$ cat src/rtl/irq_pkg.sv
package irq_pkg;
  localparam int IRQ_NUM_SRC  = 5;
  localparam int IRQ_VEC_W    = 8;
  localparam int IRQ_VEC_BASE = 4;
  localparam int IRQ_VEC_STEP = 4;

  typedef enum logic [1:0] {
    EDGE_OFF  = 2'b00,
    EDGE_RISE = 2'b01,
    EDGE_FALL = 2'b10,
    EDGE_BOTH = 2'b11
  } edge_mode_e;
endpackage

$ cat src/rtl/irq_edge_sync.sv
module irq_edge_sync
  import irq_pkg::*;
#(
  parameter int SYNC_STAGES = 2
) (
  input  logic       clk,
  input  logic       rst_n,
  input  logic       pin,
  input  logic       pin_is_input,
  input  logic [1:0] mode,
  output logic       hit
);
  logic [SYNC_STAGES-1:0] chain_q;
  logic                   prev_q;
  logic                   synced;
  logic                   rise;
  logic                   fall;
  edge_mode_e             mode_e;

  assign synced = chain_q[SYNC_STAGES-1];
  assign rise   = synced & ~prev_q;
  assign fall   = ~synced & prev_q;
  assign mode_e = edge_mode_e'(mode);

  generate
    if (SYNC_STAGES == 1) begin : g_one
      always_ff @(posedge clk or negedge rst_n) begin
        if (!rst_n) chain_q <= '0;
        else        chain_q <= pin;
      end
    end else begin : g_many
      always_ff @(posedge clk or negedge rst_n) begin
        if (!rst_n) chain_q <= '0;
        else        chain_q <= {chain_q[SYNC_STAGES-2:0], pin};
      end
    end
  endgenerate

  always_ff @(posedge clk or negedge rst_n) begin
    if (!rst_n) prev_q <= 1'b0;
    else        prev_q <= synced;
  end

  always_comb begin
    hit = 1'b0;
    if (pin_is_input) begin
      unique case (mode_e)
        EDGE_OFF:  hit = 1'b0;
        EDGE_RISE: hit = rise;
        EDGE_FALL: hit = fall;
        EDGE_BOTH: hit = rise | fall;
        default:   hit = 1'b0;
      endcase
    end
  end
endmodule

$ cat src/rtl/irq_flag_bank.sv
module irq_flag_bank #(
  parameter int NUM_SRC = 5
) (
  input  logic               clk,
  input  logic               rst_n,
  input  logic [NUM_SRC-1:0] set_vec,
  input  logic [NUM_SRC-1:0] svc_clr,
  input  logic               wr_flags,
  input  logic               wr_enab,
  input  logic [NUM_SRC-1:0] wr_data,
  output logic [NUM_SRC-1:0] flags,
  output logic [NUM_SRC-1:0] enables
);
  logic [NUM_SRC-1:0] flag_d;
  logic               flag_ce;

  genvar i;
  generate
    for (i = 0; i < NUM_SRC; i++) begin : g_bit
      always_comb begin
        if (wr_flags) flag_d[i] = set_vec[i] | wr_data[i];
        else          flag_d[i] = set_vec[i] | (flags[i] & ~svc_clr[i]);
      end
    end
  endgenerate

  assign flag_ce = wr_flags | (|set_vec) | (|svc_clr);

  always_ff @(posedge clk or negedge rst_n) begin
    if (!rst_n)       flags <= '0;
    else if (flag_ce) flags <= flag_d;
  end

  always_ff @(posedge clk or negedge rst_n) begin
    if (!rst_n)       enables <= '0;
    else if (wr_enab) enables <= wr_data;
  end
endmodule

$ cat src/rtl/irq_prio_pick.sv
module irq_prio_pick #(
  parameter int NUM_SRC  = 5,
  parameter int VEC_W    = 8,
  parameter int VEC_BASE = 4,
  parameter int VEC_STEP = 4
) (
  input  logic [NUM_SRC-1:0] req,
  output logic               any,
  output logic [NUM_SRC-1:0] win,
  output logic [VEC_W-1:0]   vec
);
  logic [NUM_SRC:0] blocked;

  assign blocked[0] = 1'b0;

  genvar i;
  generate
    for (i = 0; i < NUM_SRC; i++) begin : g_stage
      assign win[i]       = req[i] & ~blocked[i];
      assign blocked[i+1] = blocked[i] | req[i];
    end
  endgenerate

  assign any = blocked[NUM_SRC];

  always_comb begin
    vec = '0;
    for (int k = 0; k < NUM_SRC; k++) begin
      if (win[k]) vec = vec | VEC_W'(VEC_BASE + VEC_STEP * k);
    end
  end
endmodule

$ cat src/rtl/irq_vector_ctrl.sv
module irq_vector_ctrl
  import irq_pkg::*;
#(
  parameter int NUM_SRC     = IRQ_NUM_SRC,
  parameter int VEC_W       = IRQ_VEC_W,
  parameter int VEC_BASE    = IRQ_VEC_BASE,
  parameter int VEC_STEP    = IRQ_VEC_STEP,
  parameter int SYNC_STAGES = 2
) (
  input  logic               clk,
  input  logic               rst_n,
  input  logic               ext_pin,
  input  logic               ext_dir_in,
  input  logic [1:0]         ext_mode,
  input  logic [NUM_SRC-2:0] int_evt,
  input  logic               strobe,
  input  logic               stack_full,
  input  logic               gie_reenable,
  input  logic               wr_en,
  input  logic               wr_sel,
  input  logic [NUM_SRC-1:0] wr_data,
  output logic               call_req,
  output logic [VEC_W-1:0]   call_vec,
  output logic [NUM_SRC-1:0] flags,
  output logic [NUM_SRC-1:0] enables,
  output logic               gie
);
  logic               ext_hit;
  logic [NUM_SRC-1:0] set_vec;
  logic [NUM_SRC-1:0] pend;
  logic               pend_any;
  logic [NUM_SRC-1:0] pend_win;
  logic [VEC_W-1:0]   pend_vec;
  logic               strobe_q;
  logic               strobe_rise;
  logic               take;
  logic [NUM_SRC-1:0] svc_clr;
  logic               gie_d;
  logic               gie_ce;
  logic               call_d;
  logic [VEC_W-1:0]   vec_d;

  irq_edge_sync #(.SYNC_STAGES(SYNC_STAGES)) u_edge (
    .clk          (clk),
    .rst_n        (rst_n),
    .pin          (ext_pin),
    .pin_is_input (ext_dir_in),
    .mode         (ext_mode),
    .hit          (ext_hit)
  );

  assign set_vec = {int_evt, ext_hit};

  irq_flag_bank #(.NUM_SRC(NUM_SRC)) u_bank (
    .clk      (clk),
    .rst_n    (rst_n),
    .set_vec  (set_vec),
    .svc_clr  (svc_clr),
    .wr_flags (wr_en & ~wr_sel),
    .wr_enab  (wr_en & wr_sel),
    .wr_data  (wr_data),
    .flags    (flags),
    .enables  (enables)
  );

  assign pend = flags & enables;

  irq_prio_pick #(
    .NUM_SRC  (NUM_SRC),
    .VEC_W    (VEC_W),
    .VEC_BASE (VEC_BASE),
    .VEC_STEP (VEC_STEP)
  ) u_pick (
    .req (pend),
    .any (pend_any),
    .win (pend_win),
    .vec (pend_vec)
  );

  // next-state logic
  always_comb begin
    strobe_rise = strobe & ~strobe_q;
    take        = strobe_rise & gie & ~stack_full & pend_any;
    svc_clr     = take ? pend_win : '0;
    call_d      = take;
    vec_d       = take ? pend_vec : '0;
    gie_ce      = gie_reenable | take;
    gie_d       = gie_reenable;
  end

  // registers
  always_ff @(posedge clk or negedge rst_n) begin
    if (!rst_n) strobe_q <= 1'b0;
    else        strobe_q <= strobe;
  end

  always_ff @(posedge clk or negedge rst_n) begin
    if (!rst_n)      gie <= 1'b0;
    else if (gie_ce) gie <= gie_d;
  end

  always_ff @(posedge clk or negedge rst_n) begin
    if (!rst_n) begin
      call_req <= 1'b0;
      call_vec <= '0;
    end else begin
      call_req <= call_d;
      call_vec <= vec_d;
    end
  end
endmodule

$ cat config.mk
export PLATFORM = sky130hd
export DESIGN_NAME = irq_vector_ctrl
export DESIGN_NICKNAME = d
export VERILOG_FILES = /design/src/rtl/irq_pkg.sv /design/src/rtl/irq_edge_sync.sv /design/src/rtl/irq_flag_bank.sv /design/src/rtl/irq_prio_pick.sv /design/src/rtl/irq_vector_ctrl.sv
export SDC_FILE = /design/constraint.sdc
export NUM_CORES = 1
export LEC_CHECK = 0
export CAP_MARGIN = 5
export CORE_UTILIZATION = 41
export CTS_BUF_LIST = sky130_fd_sc_hd__clkbuf_2 sky130_fd_sc_hd__clkbuf_4 sky130_fd_sc_hd__clkbuf_8
export CTS_CLUSTER_SIZE = 20
export DETAILED_ROUTE_END_ITERATION = 6
export DONT_BUFFER_PORTS = 1
export PLACE_DENSITY_LB_ADDON = 0.3
export SLEW_MARGIN = 10
export SYNTH_ARGS = -nofsm -noshare
export SYNTH_HDL_FRONTEND = slang
export SYNTH_SLANG_ARGS = --single-unit
$ cat constraint.sdc
create_clock -name clk -period 1.55 [get_ports clk]
set_clock_uncertainty 0.15 [all_clocks]
set_input_delay 0.31 -clock clk [delete_from_list [all_inputs] [get_ports clk]]
set_output_delay 0.31 -clock clk [all_outputs]
set_load 0.005 [all_outputs]
==> results <==
- For this design the static power due to leakage is 0.525 nW.
- The final number of max-transition violations is 0.
- The clock slew at the register clock pins of the worst setup and hold paths is 0.10 ns.
- The part of the cycle the worst path needs is 0.987.
- Setup repair after global routing could not meet its margin everywhere.
- The library cell contributing the largest single delay on the critical path is dlygate4sd3_1.
- The fraction of layout cells with a size suffix above 1 is 0.148.
- The run finished, with violations left.
- The setup TNS is 0 ns.
- 40 I/O pins were placed.
- The area growth from synthesis to layout is 33.3%.
- The area enclosed by the die boundary is 2250 µm².
- For this block, the via count after detailed routing is 707.
- The worst hold path class is in -> reg.
- The largest net degree at the start of global routing is 20.
- The post-synthesis instance total is 80.
- Dividing the detail-routed wire length by the instance count gives 14.0 µm.
- Once routing completed, OpenROAD measured the worst setup slack at 0.0196 ns.
- During synthesis, Yosys emitted a total of 0 warnings.
- The tree is rooted in a clkbuf_4.
- The worst hold path passes through 2 cells.
- The count of standard-cell rows is 16.
- The launching element type of the critical path is an input port.
- The total of flip-flops plus latches after synthesis is 19.
- TritonCTS built the clock tree.
- The post-route minimum period is 1.53 ns.
- The per-instance average area after synthesis is 10.6 µm².
- The wire length of the first global-routing pass is 2.77 mm.
- From bottom edge to top edge, the die measures 47.4 µm.
- The worst-case reg-to-reg path depth is 5.
- The total track usage is 0.184.
- The initial antenna violation count was 0.
- The required time at the endpoint of the critical path is 1.60 ns.
- Clock latency on the worst-skew pair, taken at its later pin, is 0.30 ns.
- The sum of routed wire length over all layers is 1.89 mm.
- The total setup violations reported at the end of the flow is 0.
- At the worst endpoint, the arrival time is 1.58 ns.
- IR analysis of the VDD net gives a maximum drop of 0.761 mV.
- The category of the critical setup timing path is in -> reg.
- Counting stages on the worst path, the most repeated cell is dlygate4sd3_1.
- The number of global-route vias before repair is 678.
- The count of TritonRoute iterations in the first routing pass is 5.
- The detailed placement HPWL is 1.29 mm.
- Of the synthesized area, sequential elements account for 0.562.
- The total power is 1.05 mW.
- The worst setup path is captured at a register.
- The total of buffers placed on input and output ports is 0.
- In this design, the stage delay of the slowest critical-path cell is 0.56 ns.
- The final hold slack is -0.00822 ns.
- In this run the worst path has a maximum fanout of 1.
- Once detail routing completed, the nets flagged for antenna violations numbered 0.
- For this run, design rule violations remaining after detail routing come to 0.
- Dividing total power by cell area gives a power density of 933 nW/µm².
- The tightest slew margin relative to the limit is 0.438.
- The depth of the CTS H-tree is 1.
- The number of nets in the final layout is 131.
- Timing would allow up to 653 MHz.
- The fill cell instance count of the final layout is 176.
- The hold violation total from the final report is 1.
- The number of violations of the max-capacitance limit is 0.
- The clock tree buffer depth is 2.
- The leftover overflow at the end of global routing is 0.
- The number of clock sinks is 19.
- The cell area after technology mapping is 846 µm².
- The DRC violation total after the first TritonRoute iteration is 27.
- The critical path goes through dlygate4sd3_1, a21oi_1, dlygate4sd3_1, nand2_1.
- The number of diodes added for antenna fixing is 0.
- The floorplan die width is 47.4 µm.
- The initial cell density of the core is 0.436.
- Buffers inserted during clock tree synthesis total 3.
- The floorplan step defined a core boundary enclosing 1940 µm².
- The congestion estimate from routability-driven global placement came to 0.906.
- Before CTS, the worst setup slack after placement is 0.0399 ns.
- The checks that failed: hold timing.
- The worst-margin pin slew is 0.841 ns.
- Using the TritonRoute via totals, the vias-per-cell ratio works out to 5.24.
- The count of different cell masters after synthesis is 24.
metrics by stage:
stage	utilization	hold WS, ns	std cells	area (µm²)
finish	0.581	-0.00822	135	1130
global route	0.581	0.00220	135	1130
CTS	0.563	0.00288	132	1090
detailed placement	0.470	-0.135	113	913
global placement	0.470	-0.135	113	913
floorplan	-	-0.136	84	861
path summary, 6_finish.rpt:
| path | start | end | slack [ns] |
|---|---|---|---|
| min | wr_data[2] | u_bank.flags[2] | -0.008 |
| max | int_evt[2] | u_bank.flags[3] | 0.02 |
| max reg2reg | u_bank.flags[1] | u_bank.flags[3] | 0.07 |
| min reg2reg | u_edge.chain_q[0] | u_edge.chain_q[1] | 0.21 |
| min in group asynchronous | rst_n | call_vec[4] | 0.40 |
| max in group asynchronous | rst_n | u_edge.prev_q | 0.33 |
sequential cells by signal (all words and copies together) (netlist names):
signal	count
call_req	1
call_vec	3
gie	1
strobe_q	1
u_bank.enables	5
u_bank.flags	5
u_edge.chain_q	2
u_edge.prev_q	1
report_power, final:
| part | switching, mW | internal [mW] | leakage (nW) |
|---|---|---|---|
| Sequential | 0.0365 | 0.538 | 0.221 |
| Clock | 0.145 | 0.118 | 0.0184 |
| Combinational | 0.103 | 0.112 | 0.286 |
cells in the final DEF, fill, tap and decap left out, types with 2 or more instances in the layout:
cell / instances
clkbuf_4: 4
dfrtp_1: 19
nand3_1: 6
inv_1: 3
nand2_1: 14
nor2b_1: 3
o21ai_1: 2
dlygate4sd3_1: 17
ha_1: 2
mux2_1: 4
a31oi_1: 2
conb_1: 5
buf_4: 9
a21oi_1: 7
routing by layer:
layer  vias to the layer above  GRT usage  wire (µm)
met5                         -          0          0
met4                         0     0.0914         23
met3                         4     0.0604        173
met2                        41      0.307        930
met1                       335      0.212        761
li1                        327          -          -
layout make-up:
class,instances,area (µm²),area share
sequential,19,475,0.422
clock buffer,4,30.0,0.0266
inverter,4,15.0,0.0133
tap,27,33.8,0.0300
timing repair buffer,26,238,0.211
multi-input combinational,55,335,0.297
critical path, delay by kind of cell:
| kind | cells | cell delay, ns |
|---|---|---|
| AND/OR/NAND/NOR | 1 | 0.05 |
| AO/OA/AOI/OAI | 1 | 0.12 |
| buffers and inverters | 2 | 1.10 |
cell families (layout without fill, tap and decap cells):
| kind of cell | after synthesis | count (layout) | synth area share |
|---|---|---|---|
| multiplexers | 5 | 5 | 0.0666 |
| AND/OR/NAND/NOR | 27 | 27 | 0.151 |
| buffers and inverters | 10 | 34 | 0.0666 |
| adder cells (fa/ha/maj) | 2 | 2 | 0.0296 |
| other | 1 | 5 | 0.00443 |
| flip-flops | 19 | 19 | 0.562 |
| AO/OA/AOI/OAI | 16 | 16 | 0.120 |
Yosys cell counts:
master	number	area, µm²
nand2_1	14	52.6
a31oi_1	2	12.5
a222oi_1	1	10.0
nor2b_1	3	18.8
nor4bb_1	1	10.0
dfrtp_1	19	475
nand2b_1	1	6.26
ha_1	2	25.0
a221o_1	1	10.0
o21bai_1	1	7.51
a21oi_1	7	35.0
o21ai_0	2	10.0
conb_1	1	3.75
inv_1	3	11.3
clkbuf_1	1	3.75
nand4_1	1	6.26
buf_4	5	37.5
a211o_1	1	8.76
mux2_1	4	45.0
inv_2	1	3.75
nand3_1	6	30.0
mux2_2	1	11.3
nor2_1	1	3.75
a22oi_1	1	7.51
repair_timing:
action / CTS / global route
setup buffers: 0 / 1
endpoints found under the setup margin: 0 / 6
resized for setup: 0 / 3
hold endpoints to repair: 29 / 2
hold buffers: 15 / 3
Note: power is estimated with default switching activity, not from simulation.
